**config.mk**
```make
export PLATFORM = sky130hd
export DESIGN_NAME = code_ring_reader
export DESIGN_NICKNAME = d
export VERILOG_FILES = /design/src/rtl/crr_pkg.sv /design/src/rtl/crr_scale_decode.sv /design/src/rtl/crr_fifo.sv /design/src/rtl/crr_progress.sv /design/src/rtl/code_ring_reader.sv
export SDC_FILE = /design/constraint.sdc
export NUM_CORES = 1
export LEC_CHECK = 0
export BUFFER_PORTS_ARGS = -buffer_cell sky130_fd_sc_hd__buf_2
export CAP_MARGIN = 20
export CORE_ASPECT_RATIO = 0.6
export CORE_MARGIN = 2
export CORE_UTILIZATION = 50
export DETAILED_ROUTE_END_ITERATION = 8
export PLACE_DENSITY_LB_ADDON = 0.08
export REMOVE_ABC_BUFFERS = 1
export SYNTH_ARGS = -nofsm -noshare
export SYNTH_HDL_FRONTEND = slang
export SYNTH_HIERARCHICAL = 1
export SYNTH_SLANG_ARGS = --single-unit
```
**constraint.sdc**
```tcl
create_clock -name clk -period 6.2 [get_ports clk]
set_clock_uncertainty 0.1 [all_clocks]
set_input_delay 0.31 -clock clk [delete_from_list [all_inputs] [get_ports clk]]
set_output_delay 0.31 -clock clk [all_outputs]
set_load 0.03 [all_outputs]
```
**src/rtl/crr_pkg.sv**
```systemverilog
package crr_pkg;

    typedef enum logic [1:0] {
        ST_IDLE = 2'd0,
        ST_REQ  = 2'd1,
        ST_DATA = 2'd2,
        ST_HALT = 2'd3
    } crr_state_e;

    typedef struct packed {
        logic       flush;
        logic       wrap_en;
        logic       read_en;
        logic [2:0] thresh;
        logic [2:0] step_code;
        logic [2:0] size_code;
    } crr_ctrl_t;

    localparam crr_ctrl_t CTRL_RESET = '{
        flush:     1'b1,
        wrap_en:   1'b0,
        read_en:   1'b0,
        thresh:    3'd6,
        step_code: 3'd1,
        size_code: 3'd3
    };

endpackage

```
**src/rtl/crr_scale_decode.sv**
```systemverilog
module crr_scale_decode #(
    parameter int          UNIT_BYTES = 8192,
    parameter int          OFS_W      = 19,
    parameter logic [2:0]  FALLBACK   = 3'd3
) (
    input  logic [2:0]       code,
    output logic [OFS_W-1:0] bytes
);
    logic [2:0]       idx;
    logic [OFS_W-1:0] unit_v;

    assign unit_v = OFS_W'(UNIT_BYTES);
    assign idx    = (code > 3'd5) ? FALLBACK : code;
    assign bytes  = unit_v << idx;
endmodule

```
**src/rtl/crr_fifo.sv**
```systemverilog
module crr_fifo #(
    parameter int DEPTH  = 8,
    parameter int DATA_W = 32,
    localparam int AW    = $clog2(DEPTH),
    localparam int CW    = $clog2(DEPTH + 1)
) (
    input  logic              clk,
    input  logic              rst_n,
    input  logic              flush,
    input  logic              push,
    input  logic [DATA_W-1:0] wdata,
    input  logic              pop,
    output logic [DATA_W-1:0] rdata,
    output logic [CW-1:0]     level,
    output logic              empty
);
    logic [DATA_W-1:0] mem [DEPTH];
    logic [AW-1:0]     wp, rp;
    logic              do_push, do_pop;

    assign do_push = push && !flush && (level < CW'(DEPTH));
    assign do_pop  = pop && !flush && (level != '0);

    always_ff @(posedge clk) begin
        if (!rst_n || flush) begin
            wp    <= '0;
            rp    <= '0;
            level <= '0;
        end else begin
            if (do_push) wp <= wp + AW'(1);
            if (do_pop)  rp <= rp + AW'(1);
            if (do_push && !do_pop)      level <= level + CW'(1);
            else if (do_pop && !do_push) level <= level - CW'(1);
        end
    end

    always_ff @(posedge clk) begin
        if (do_push) mem[wp] <= wdata;
    end

    assign rdata = mem[rp];
    assign empty = (level == '0);
endmodule

```
**src/rtl/crr_progress.sv**
```systemverilog
module crr_progress #(
    parameter int OFS_W = 19
) (
    input  logic             clk,
    input  logic             rst_n,
    input  logic             clear,
    input  logic             beat,
    input  logic [OFS_W-1:0] step_bytes,
    input  logic [OFS_W-1:0] pos_in,
    output logic             irq,
    output logic [OFS_W-1:0] pos_out
);
    logic [OFS_W-1:0] acc, acc_nxt;

    assign acc_nxt = acc + OFS_W'(4);

    always_ff @(posedge clk) begin
        if (!rst_n) begin
            acc     <= '0;
            irq     <= 1'b0;
            pos_out <= '0;
        end else if (clear) begin
            acc <= '0;
            irq <= 1'b0;
        end else if (beat) begin
            if (acc_nxt >= step_bytes) begin
                acc     <= '0;
                irq     <= 1'b1;
                pos_out <= pos_in;
            end else begin
                acc <= acc_nxt;
                irq <= 1'b0;
            end
        end else begin
            irq <= 1'b0;
        end
    end
endmodule

```
**src/rtl/code_ring_reader.sv**
```systemverilog
module code_ring_reader #(
    parameter int ADDR_W     = 32,
    parameter int DATA_W     = 32,
    parameter int DEPTH      = 8,
    parameter int BURST_DW   = 4,
    parameter int UNIT_BYTES = 8192,
    localparam int OFS_W     = $clog2(UNIT_BYTES * 32) + 1,
    localparam int CW        = $clog2(DEPTH + 1),
    localparam int LEN_W     = $clog2(BURST_DW + 1)
) (
    input  logic              clk,
    input  logic              rst_n,
    input  logic              ctrl_wr,
    input  logic [11:0]       ctrl_wdata,
    output logic [11:0]       ctrl_rdata,
    input  logic              base_wr,
    input  logic [ADDR_W-1:0] base_wdata,
    output logic              req_valid,
    output logic [ADDR_W-1:0] req_addr,
    output logic [LEN_W-1:0]  req_len,
    input  logic              req_grant,
    input  logic              beat_valid,
    input  logic [DATA_W-1:0] beat_data,
    input  logic              pop,
    output logic [DATA_W-1:0] out_data,
    output logic              fifo_empty,
    output logic [CW-1:0]     fifo_level,
    output logic              irq_pulse,
    output logic [OFS_W-1:0]  irq_offset
);
    import crr_pkg::*;

    crr_ctrl_t         ctrl_q;
    crr_state_e        state_q, state_d;
    logic [ADDR_W-1:0] base_q;
    logic [OFS_W-1:0]  ofs_q;
    logic [LEN_W-1:0]  len_q;
    logic [OFS_W-1:0]  size_bytes, step_bytes;
    logic [OFS_W-1:0]  rem_dw, cand, ofs_inc, pos_next;
    logic [CW-1:0]     free_dw;
    logic [LEN_W-1:0]  len_next;
    logic              at_end, want, beat;

    crr_scale_decode #(.UNIT_BYTES(UNIT_BYTES), .OFS_W(OFS_W), .FALLBACK(3'd3))
        u_size (.code(ctrl_q.size_code), .bytes(size_bytes));
    crr_scale_decode #(.UNIT_BYTES(UNIT_BYTES), .OFS_W(OFS_W), .FALLBACK(3'd1))
        u_step (.code(ctrl_q.step_code), .bytes(step_bytes));

    assign at_end  = (ofs_q >= size_bytes);
    assign rem_dw  = at_end ? '0 : ((size_bytes - ofs_q) >> 2);
    assign free_dw = CW'(DEPTH) - fifo_level;

    always_comb begin
        cand = OFS_W'(BURST_DW);
        if (OFS_W'(free_dw) < cand) cand = OFS_W'(free_dw);
        if (rem_dw < cand)          cand = rem_dw;
        len_next = LEN_W'(cand);
    end

    assign want = ctrl_q.read_en && !ctrl_q.flush
               && (32'(fifo_level) < 32'(ctrl_q.thresh))
               && (len_next != '0);
    assign beat     = beat_valid && (state_q == ST_DATA);
    assign ofs_inc  = ofs_q + OFS_W'(4);
    assign pos_next = (ofs_inc >= size_bytes) ? '0 : ofs_inc;

    // next-state logic
    always_comb begin
        state_d = state_q;
        unique case (state_q)
            ST_IDLE: begin
                if (at_end)     state_d = ctrl_q.wrap_en ? ST_IDLE : ST_HALT;
                else if (want)  state_d = ST_REQ;
            end
            ST_REQ:  if (req_grant) state_d = ST_DATA;
            ST_DATA: if (beat && len_q == LEN_W'(1)) state_d = ST_IDLE;
            ST_HALT: if (base_wr) state_d = ST_IDLE;
            default: state_d = ST_IDLE;
        endcase
    end

    // state register
    always_ff @(posedge clk) begin
        if (!rst_n) state_q <= ST_IDLE;
        else        state_q <= state_d;
    end

    // registers, pointer and burst counter
    always_ff @(posedge clk) begin
        if (!rst_n) begin
            ctrl_q <= CTRL_RESET;
            base_q <= '0;
            ofs_q  <= '0;
            len_q  <= '0;
        end else begin
            if (ctrl_wr) ctrl_q <= crr_ctrl_t'(ctrl_wdata);
            if (base_wr) begin
                base_q <= base_wdata;
                ofs_q  <= '0;
            end else begin
                unique case (state_q)
                    ST_IDLE: begin
                        if (at_end && ctrl_q.wrap_en) ofs_q <= '0;
                        else if (!at_end && want)     len_q <= len_next;
                    end
                    ST_DATA: begin
                        if (beat) begin
                            ofs_q <= ofs_inc;
                            len_q <= len_q - LEN_W'(1);
                        end
                    end
                    default: ;
                endcase
            end
        end
    end

    // outputs
    always_comb begin
        req_valid  = (state_q == ST_REQ);
        req_addr   = base_q + ADDR_W'(ofs_q);
        req_len    = len_q;
        ctrl_rdata = ctrl_q;
    end

    crr_fifo #(.DEPTH(DEPTH), .DATA_W(DATA_W)) u_fifo (
        .clk   (clk),
        .rst_n (rst_n),
        .flush (ctrl_q.flush),
        .push  (beat),
        .wdata (beat_data),
        .pop   (pop),
        .rdata (out_data),
        .level (fifo_level),
        .empty (fifo_empty)
    );

    crr_progress #(.OFS_W(OFS_W)) u_prog (
        .clk        (clk),
        .rst_n      (rst_n),
        .clear      (base_wr),
        .beat       (beat),
        .step_bytes (step_bytes),
        .pos_in     (pos_next),
        .irq        (irq_pulse),
        .pos_out    (irq_offset)
    );
endmodule

```
Word-level counts from Yosys, hierarchy flattened --
Memory sizes are Yosys's and may differ from the RTL's. A register that Yosys moved wholly into a read port is not among the register bits. Index checks and enable logic that the tools add are counted.
Storage, ports and cells: memories 1, bits in writable memories 256, word-level logic and storage cells 112, output and inout bits 105, bits in registers 117
Memory list:
- u_fifo.mem | depth 8, width 32, read ports 1, clocked after memory_dff 1, write ports 1, RTL line crr_fifo.sv:17 | logic [DATA_W-1:0] mem [DEPTH];
Cells by class: multiplexer cells 28, shift operators 2, $add $sub $neg 10, bitwise logic cells 3, equal/unequal tests 12, reduce and logical (&&, ||, !) cells 31, $lt $le $gt $ge 9
Operators with widths (count):
- $mux W19 | 4
- $ge A19 B19 Y1 | 3
- $add A19 B3 Y19 const B | 2
- $pmux W19 S2 | 1
- $shl A14 B3 Y19 const A | 2
- $add A32 B19 Y32 | 1
- $mux W3 | 8
- $sub A19 B19 Y19 | 1
- $lt A17 B4 Y1 | 1
- $mux W17 | 1
- $logic_and A1 B1 Y1 | 13
- $mux W2 | 6
- $mux W4 | 3
- $ne A2 B2 Y1 const B | 5
- $pmux W2 S4 | 1
- $add A3 B1 Y3 const B | 2
- $gt A3 B3 Y1 const B | 2
- $pmux W3 S2 | 1
- $reduce_and A3 Y1 | 2
- $logic_not A1 Y1 | 5
- $reduce_and A5 Y1 | 1
- $add A4 B1 Y4 const B | 1
- $eq A2 B2 Y1 const B | 2
- $logic_not A4 Y1 | 1
- 20 further kinds | 26

Longest topological paths before layout --
Gate-level depths: netlist of the first run.
word-level depth 13, gate-level depth with buffers 22, depth with buffers taken out 21

Modules after synthesis --
Netlist of the first run, hierarchy kept.
Modules (own cells, without submodules):
- crr_fifo | area an instance 10432.5 µm², cells an instance 443, instances 1
- code_ring_reader | area an instance 5504.0 µm², cells an instance 694, instances 1
- crr_progress | area an instance 2162.1 µm², cells an instance 255, instances 1
- crr_scale_decode (u_step) | area an instance 147.6 µm², cells an instance 23, instances 1
- crr_scale_decode (u_size) | area an instance 146.4 µm², cells an instance 20, instances 1

Worst setup path before layout of the first run --
Ideal clock, no wire load.
path kind register -> register, start register ctrl_q, in the netlist ctrl_rdata[0], end register len_q[0], in the netlist req_len[0], setup time 121 ps, slack 2004 ps, required time 5979 ps, path buffers 0, arrival time 3975 ps, cell stages (with the launch flop) 20, cell sequence dfxtp_1 > nor3b_1 > ha_1 > and3_1 > nand2_1 > o211ai_2 > a21bo_2 > nand2_1 > nor2_1 > ha_1 > a21oi_1 > o21ai_0 > a21o_1 > o2111ai_1 > a31oi_1 > or4_1 > nor3_1 > a311o_4 > mux2i_1 > a21boi_1
Between the ends: word-level cells in the longest chain between the ends 12, elaborated cells on any way between the ends 19, classes of those cells add/sub: 1; order compare: 3; eq/ne: 2; shift: 1; mux: 6; reduce/logical: 6
Ends and longest elaborated chain:
- from (decl) | RTL line code_ring_reader.sv:33 | crr_ctrl_t ctrl_q;
- from (signal assigned) | RTL line code_ring_reader.sv:96 | if (ctrl_wr) ctrl_q <= crr_ctrl_t'(ctrl_wdata);
- $gt A3 B3 Y1 | RTL line crr_scale_decode.sv:13 | assign idx = (code > 3'd5) ? FALLBACK : code;
- $mux W3 (*) | RTL line crr_scale_decode.sv:13
- $shl A14 B3 Y19 (*) | RTL line crr_scale_decode.sv:14 | assign bytes = unit_v << idx;
- via size_bytes[14] | RTL line code_ring_reader.sv:38 | logic [OFS_W-1:0] size_bytes, step_bytes;
- $sub A19 B19 Y19 / $ge A19 B19 Y1 (equally long branches) | RTL line code_ring_reader.sv:50, code_ring_reader.sv:49
- $mux W17 | RTL line code_ring_reader.sv:50 | assign rem_dw = at_end ? '0 : ((size_bytes - ofs_q) >> 2);
- $lt A17 B4 Y1 | RTL line code_ring_reader.sv:56 | if (rem_dw < cand) cand = rem_dw;
- $mux W3 | RTL line code_ring_reader.sv:56
- $reduce_bool A3 Y1 | RTL line code_ring_reader.sv:62 | && (len_next != '0);
- $logic_and A1 B1 Y1 | RTL line code_ring_reader.sv:62
- $logic_and A1 B1 Y1 | RTL line code_ring_reader.sv:104 | else if (!at_end && want) len_q <= len_next;
- $ne A2 B2 Y1 (no source line)
- $reduce_and A5 Y1 (no source line)
- to (signal assigned) | RTL line code_ring_reader.sv:104
- to (signal assigned) | RTL line code_ring_reader.sv:109 | len_q <= len_q - LEN_W'(1);
- to (decl) | RTL line code_ring_reader.sv:37 | logic [LEN_W-1:0] len_q;
The timed path passes the listed nets; every way through them passes the cells marked *. The select of a mux whose other input is x is not followed. A chain may end at the register's enable or synchronous reset.

Final worst setup path of the first run --
start register ofs_q[2], end register len_q[0], in the netlist req_len[0]
Between the ends: word-level cells in the longest chain between the ends 9, elaborated cells on any way between the ends 16, classes of those cells add/sub: 1; order compare: 2; eq/ne: 2; mux: 5; reduce/logical: 6
Ends and longest elaborated chain:
- from (decl) | RTL line code_ring_reader.sv:36 | logic [OFS_W-1:0] ofs_q;
- from (signal assigned) | RTL line code_ring_reader.sv:108 | ofs_q <= ofs_inc;
- $sub A19 B19 Y19 / $ge A19 B19 Y1 (equally long branches) | RTL line code_ring_reader.sv:50, code_ring_reader.sv:49
- $mux W17 | RTL line code_ring_reader.sv:50
- $lt A17 B4 Y1 | RTL line code_ring_reader.sv:56
- $mux W3 | RTL line code_ring_reader.sv:56
- $reduce_bool A3 Y1 | RTL line code_ring_reader.sv:62
- $logic_and A1 B1 Y1 | RTL line code_ring_reader.sv:62
- $logic_and A1 B1 Y1 | RTL line code_ring_reader.sv:104
- $ne A2 B2 Y1 (no source line)
- $reduce_and A5 Y1 (no source line)
Parallel ways exist; a longest one is shown, timed or not. The select of a mux whose other input is x is not followed.

==> flow_summary.toml, run 1 <==
[status]
status = "finished, final reports clean"

[min_path]
worstHoldPathCells = 4
hp-start = "beat_valid"
hold_end = "state_q[1]"
min_path_type = "input port to flop"

[pwr]
p_leak_nw = 8.29
swShare = 0.233
p_per_area_nw_per_um2 = 242
pwr-share-clk = 0.405
switchingPower_w = 0.00122
p_comb_frac = 0.080
internal_power_w = 0.00401
p_seq_frac = 0.514
vdd_ir_drop_max_uv = 204

[finish]
finalNetCount = 1866
drive_above_1_share = 0.213
design_area_sq_um = 21600
area_delta_synth_final_pct = 17.4
antenna_cells = 0

[yosys]
synth_edf_count = 256
async_reset_ff_frac = 0
synth_cell_types = 85
synth_warnings = 6
synth_area_sq_um = 18400
synth.avg_cell_area_sq_um = 12.8
synth_cells = 1435
synth_top_cell_by_area = "edfxtp_1"
ys.flop_type = "edfxtp_1"
synth_seq_cells = 372
synthTopCellsByArea = "edfxtp_1, dfxtp_1, ha_1, mux4_2, mux4_1"
yosysTopAreaCellShare = 0.418
ys_seq_area_frac = 0.544

[critical_path]
arrival_ns = 5.16
worstSetupPathType = "flop to flop"
startpoint_type = "flop"
worst_path_most_repeated_cell = "ha_1"
r2r-start = "ofs_q[2]"
max_stage_delay_ns = 0.50
crit_path_cell_trace = "inv_1 > ha_1 > and2b_1 > o21ai_2 > a21oi_4 > o211ai_2 > a21bo_2 > nand2_1 > nor2_1 > ha_1 > a21oi_1 > o21ai_0 > a21o_1 > o2111ai_1 > a31oi_1 > or4_1 > nor3_1 > a311o_4 > mux2i_1 > a21boi_1"
worstPathMaxFanout = 8
rr_worst_depth = 20
critical-path-slowest-cell = "dfxtp_1"
path_delay_family = "compound AO/OA/AOI/OAI gates"
critical_path_required_ns = 6.52
r2r_slack_ns = 1.36
critPathCaptureType = "flop"
path_buf_inv = 1
worst_r2r_endpoint = "req_len[0]"

[sta]
max_slew_margin = 0.358
finalMaxSlewViolations = 0
finalCritPeriodShare = 0.780
maxClockFrequency_mhz = 207
fin_crit_ns = 4.84
tns_ns = 0
worstMarginPinSlew_ns = 0.963
rsz0062_at_grt = "false"
setup_viol = 0
hold_violations = 0

[clocking]
clock_latency_ns = 0.53
root_buffer = "clkbuf_16"
clock_path_buffers = 3
clkTransAtPathRegs_ns = 0.06
cts_post_setup_buffers_inserted = 0
numCtsBuffers = 36
cts_tree = "built"
clock-sinks = 372
htree_levels = 2

[route]
ant_nets = 0
routed_wl_um = 42000
dr.pass1.iters = 5
viasPerCell = 5.40
drc = 0
routedWlPerCell_um = 19.0
drt_iter0_markers = 822
vias = 11900

[global_routing]
grt_start_max_net_pins = 66
globalRoute.totalOverflow = 0
grt_pass1_vias = 11700
grt_antenna_before_repair = 0
grt_pass1_wl_um = 65600
grt_use_total = 0.218

[die]
coreArea_sq_um = 36300
initial_core_util = 0.507
die_area_sq_um = 38400
die_x_um = 252
ios = 188
placementRows = 54
die_y_um = 153

[placement]
gp_congestion = 0.905
place_area_sq_um = 19700
port_buffers = 187
dpl.hpwl_um = 27700

[run]
drv_cap = 0
## state kept, by name, summed over array words and instances, names as in the netlist, named ones only
name and count:
state_q 2, u_fifo/level 4, ofs_q 17, u_prog/pos_out 19, req_len 3, u_fifo/wp 3
u_fifo/mem 256, u_fifo/rp 3, u_prog/acc 17, ctrl_rdata 12, base_q 32, u_prog/irq 1
## cells by family after synthesis
family | Yosys count | share of synthesized area
DFF | 372 | 0.544
muxes | 166 | 0.145
AOI/OAI and AO/OA | 183 | 0.0683
buffers and inverters | 172 | 0.0478
and+or+nand+nor | 386 | 0.104
other | 3 | 0.000612
xor gates and xnor gates | 70 | 0.0333
adders and majority gates | 83 | 0.0569
## worst max-delay path by stage
stage / cells after the start / start / slack (ns) / endpoint
after floorplan: 19 / ctrl_rdata[0] / 2.00 / req_len[0]
after global placement: 20 / ofs_q[2] / 1.59 / req_len[0]
after detailed placement: 20 / ofs_q[2] / 1.40 / req_len[0]
after CTS: 20 / ofs_q[2] / 1.40 / req_len[0]
after global routing: 20 / ofs_q[2] / 0.95 / req_len[0]
final: 20 / ofs_q[2] / 1.36 / req_len[0]
## metal layers
| layer | GRT usage | wire [um] |
|---|---|---|
| met1 | 0.330 | 20900 |
| met4 | 0.0437 | 629 |
| met3 | 0.0357 | 2010 |
| met5 | 0 | 0 |
| met2 | 0.332 | 18400 |
## cell usage after synthesis (18+ instances only)
cell type,count
nand3_1,32
nor2b_1,57
mux4_1,27
nor2_1,101
mux2_2,19
nand2_1,90
ha_1,82
and3_1,18
a21oi_1,49
o21ai_0,32
xor2_1,25
clkbuf_1,24
buf_4,29
nor3_1,29
dfxtp_1,116
inv_1,89
xnor2_1,45
edfxtp_1,256
mux2i_1,68
mux4_2,37
## what timing repair did
action,in CTS,in global routing
hold buffers,77,0
hold endpoints to repair,301,0
resized for setup,0,0
## layout make-up
| class | instances | area [sq um] |
|---|---|---|
| Clock inverter | 20 | 175 |
| Clock buffer | 45 | 945 |
| Tap cell | 476 | 596 |
| Sequential cell | 372 | 10000 |
| Timing Repair Buffer | 284 | 1860 |
| Inverter | 90 | 338 |
| Fill cell | 2915 | 14700 |
| Multi-Input combinational cell | 916 | 7670 |
## per-stage QoR
| step | utilization | power, W | setup WS (ns) | hold WS, ns | instances |
|---|---|---|---|---|---|
| 6_report | 0.595 | 0.00523 | 1.36 | 0.0822 | 2203 |
| 5_1_grt | 0.595 | 0.00543 | 0.952 | 0.128 | 2203 |
| 4_1_cts | 0.595 | 0.00529 | 1.40 | 0.0708 | 2203 |
| 3_5_place_dp | 0.543 | 0.00312 | 1.40 | 0.343 | 2061 |
| 3_3_place_gp | 0.543 | 0.00311 | 1.59 | 0.339 | 2061 |
| 2_1_floorplan | - | 0.00297 | 2.00 | 0.272 | 1378 |
## worst register-to-register path, cell delays in order (launching register included)
cell and delay (ns):
dfxtp_1 0.50, inv_1 0.12, ha_1 0.43, and2b_1 0.20, o21ai_2 0.11, a21oi_4 0.25, o211ai_2 0.18, a21bo_2 0.27
nand2_1 0.18, nor2_1 0.08, ha_1 0.34, a21oi_1 0.20, o21ai_0 0.19, a21o_1 0.23, o2111ai_1 0.09, a31oi_1 0.14
or4_1 0.42, nor3_1 0.24, a311o_4 0.21, mux2i_1 0.19, a21boi_1 0.07
## power by group through the flow
stage                     combinational (W)  clock, W  sequential, W
final                              0.000419   0.00212        0.00269
after global routing               0.000460   0.00227        0.00269
after CTS                          0.000414   0.00218        0.00269
after detailed placement           0.000372         0        0.00275
after global placement             0.000369         0        0.00275
after floorplan                    0.000218         0        0.00275
## layout by cell type, fill, tap and decap left out, types with 37 or more instances in the layout
cell type and n:
xnor2_1 45, nor2b_1 57, mux4_2 37, nor2_1 95, mux2i_1 68, dlygate4sd3_1 77, dfxtp_1 113, nand2_1 90
edfxtp_1 256, ha_1 82, inv_1 89, a21oi_1 49, buf_2 187
Note: power is estimated with default switching activity, not from simulation.
==> run 2, diff against run 1 <==
Settings changed: ABC_AREA from default to 1.
Clock period 6.2 ns to 4.9 ns, I/O delays scaled along.
==> run 2 against run 1 <==
  * Via count grew 32%
  * Worst setup slack lost 0.39 ns
  * Worst hold slack lost 0.065 ns
  * Sequential power grew 29%
  * Largest cell class unchanged
==> flow_summary.toml, run 2 <==
[status]
status = "finished, final reports clean"

[yosys]
yosysTopAreaCellShare = 0.397
synth_cells = 2271
synth_edf_count = 256
synth.avg_cell_area_sq_um = 8.53
synth_area_sq_um = 19400
ys.flop_type = "edfxtp_1"
synth_seq_cells = 372
synthTopCellsByArea = "edfxtp_1, dfxtp_1, nor2_1, nand2_1, ha_1"
synth_most_common_cell = "nor2_1"
ys_seq_area_frac = 0.516
async_reset_ff_frac = 0
synth_top_cell_by_area = "edfxtp_1"
yosys-top-cells-count = "nor2_1, nand2_1, edfxtp_1"
synth_cell_types = 51
synth_warnings = 6

[route]
dr.pass1.iters = 6
viasPerCell = 5.12
routedWlPerCell_um = 16.8
ant_nets = 0
drc = 0
routed_wl_um = 51300
drt_iter0_markers = 1485
vias = 15700

[finish]
design_area_sq_um = 22800
area_delta_synth_final_pct = 17.5
top_regs = "u_fifo/mem x256, base_q x32, u_prog/pos_out x19"
finalNetCount = 2684
final_common_cell = "nor2_1"
antenna_cells = 0
fillers = 3363
layout_common_cells = "nor2_1, nand2_1, edfxtp_1"
regMostFlops = "u_fifo/mem"
drive_above_1_share = 0.139
final_cells = 3059
largest_register_ffs = 256

[critical_path]
worstPathMaxFanout = 15
critical_path_required_ns = 5.28
rr_worst_depth = 20
startpoint_type = "flop"
worstSetupPathType = "flop to flop"
arrival_ns = 4.31
critPathCaptureType = "flop"

[sta]
finalMaxSlewViolations = 0
hold_violations = 0
worstMarginPinSlew_ns = 0.984
tns_ns = 0
finalCritPeriodShare = 0.802
maxClockFrequency_mhz = 255
holdWs_ns = 0.0176
max_slew_margin = 0.343
rsz0062_at_grt = "false"
setup_viol = 0
fin_crit_ns = 3.93

[run]
drv_cap = 0

[global_routing]
grt_pass1_wl_um = 80700
grt_use_total = 0.254
grt_pass1_vias = 14700
grt_antenna_before_repair = 1
grt_start_max_net_pins = 77
globalRoute.totalOverflow = 0

[clocking]
clock_latency_ns = 0.56
clock_path_buffers = 3
numCtsBuffers = 37
clkTransAtPathRegs_ns = 0.07
clock-sinks = 372
htree_levels = 2
ctsResizeCount = 0
cts_tree = "built"
root_buffer = "clkbuf_16"

[placement]
gp_congestion = 0.904
place_area_sq_um = 20600
port_buffers = 187
place_inst = 2911
dpl.hpwl_um = 34000

[die]
die_x_um = 258
initial_core_util = 0.511
coreArea_sq_um = 37900
die_area_sq_um = 40400
placementRows = 55
die_y_um = 157
ios = 188

[pwr]
p_leak_nw = 9.79
p_per_area_nw_per_um2 = 348
vdd_ir_drop_max_uv = 276

[min_path]
min_path_type = "input port to flop"
worstHoldPathCells = 2
==> run 2: kinds of logic after synthesis <==
group                      share of synthesized area
buffers and inverters                         0.0788
and+or+nand+nor                                0.237
adders and majority gates                     0.0540
AOI/OAI and AO/OA                             0.0904
xor gates and xnor gates                      0.0226
other                                       0.000581
DFF                                            0.516
==> run 2: path summary, 6_finish.rpt <==
check,start,end,slack [ns]
setup / recovery,ofs_q[2],u_prog/pos_out[6],0.97
hold / removal,ctrl_wr,ctrl_rdata[7],0.02
setup reg to reg,ofs_q[2],u_prog/pos_out[6],0.97
hold reg to reg,u_fifo/rp[1],flop,0.38
==> run 2: what timing repair did <==
| action | 4_1_cts | 5_1_grt |
|---|---|---|
| hold endpoints to repair | 305 | 0 |
| buffers inserted | 0 | 0 |
| setup endpoints to repair | 0 | 0 |
| hold buffers | 81 | 0 |
==> run 2: where the power goes <==
part	total, W	switching [W]	internal, W
Combinational	0.00135	0.000901	0.000448
Clock	0.00309	0.00124	0.00185
Sequential	0.00348	0.0000630	0.00342
Total	0.00792	0.00221	0.00572
==> run 2: through the flow <==
step	total power [W]	util	setup slack (ns)
2_1_floorplan	0.00443	-	0.138
3_3_place_gp	0.00480	0.544	1.21
3_5_place_dp	0.00482	0.544	1.11
4_1_cts	0.00796	0.601	0.999
5_1_grt	0.00826	0.601	0.610
6_report	0.00792	0.601	0.971
==> run 2: critical path, cell delays in order, from the launching register on <==
cell	delay, ns
dfxtp_1	0.46
inv_1	0.16
nor3_2	0.35
nand4_1	0.17
nor2_1	0.26
nand3_1	0.14
nor2_1	0.21
xor2_1	0.21
inv_1	0.12
ha_1	0.28
nand2_1	0.06
inv_1	0.06
a221oi_1	0.24
nand3_1	0.13
a21oi_1	0.14
o211ai_1	0.13
buf_4	0.22
nor2_1	0.08
nand3b_1	0.12
nand2_1	0.08
nor2_1	0.13
==> run 2: area by class of cell <==
type / instances / area [sq um] / area share
multi-input combinational: 1589 / 8000 / 0.351
inverter: 223 / 838 / 0.0368
clock buffer: 46 / 1010 / 0.0444
sequential: 372 / 10000 / 0.440
clock inverter: 21 / 305 / 0.0134
timing repair buffer: 295 / 1960 / 0.0862
tap: 513 / 642 / 0.0282
==> run 2: metal layers <==
layer  wire (um)  track usage  vias to the layer above
met5           0            0                        -
met4         884       0.0589                        0
met3        3250       0.0379                       59
met2       21800        0.381                      449
met1       25400        0.388                     7270
li1            -            -                     7888
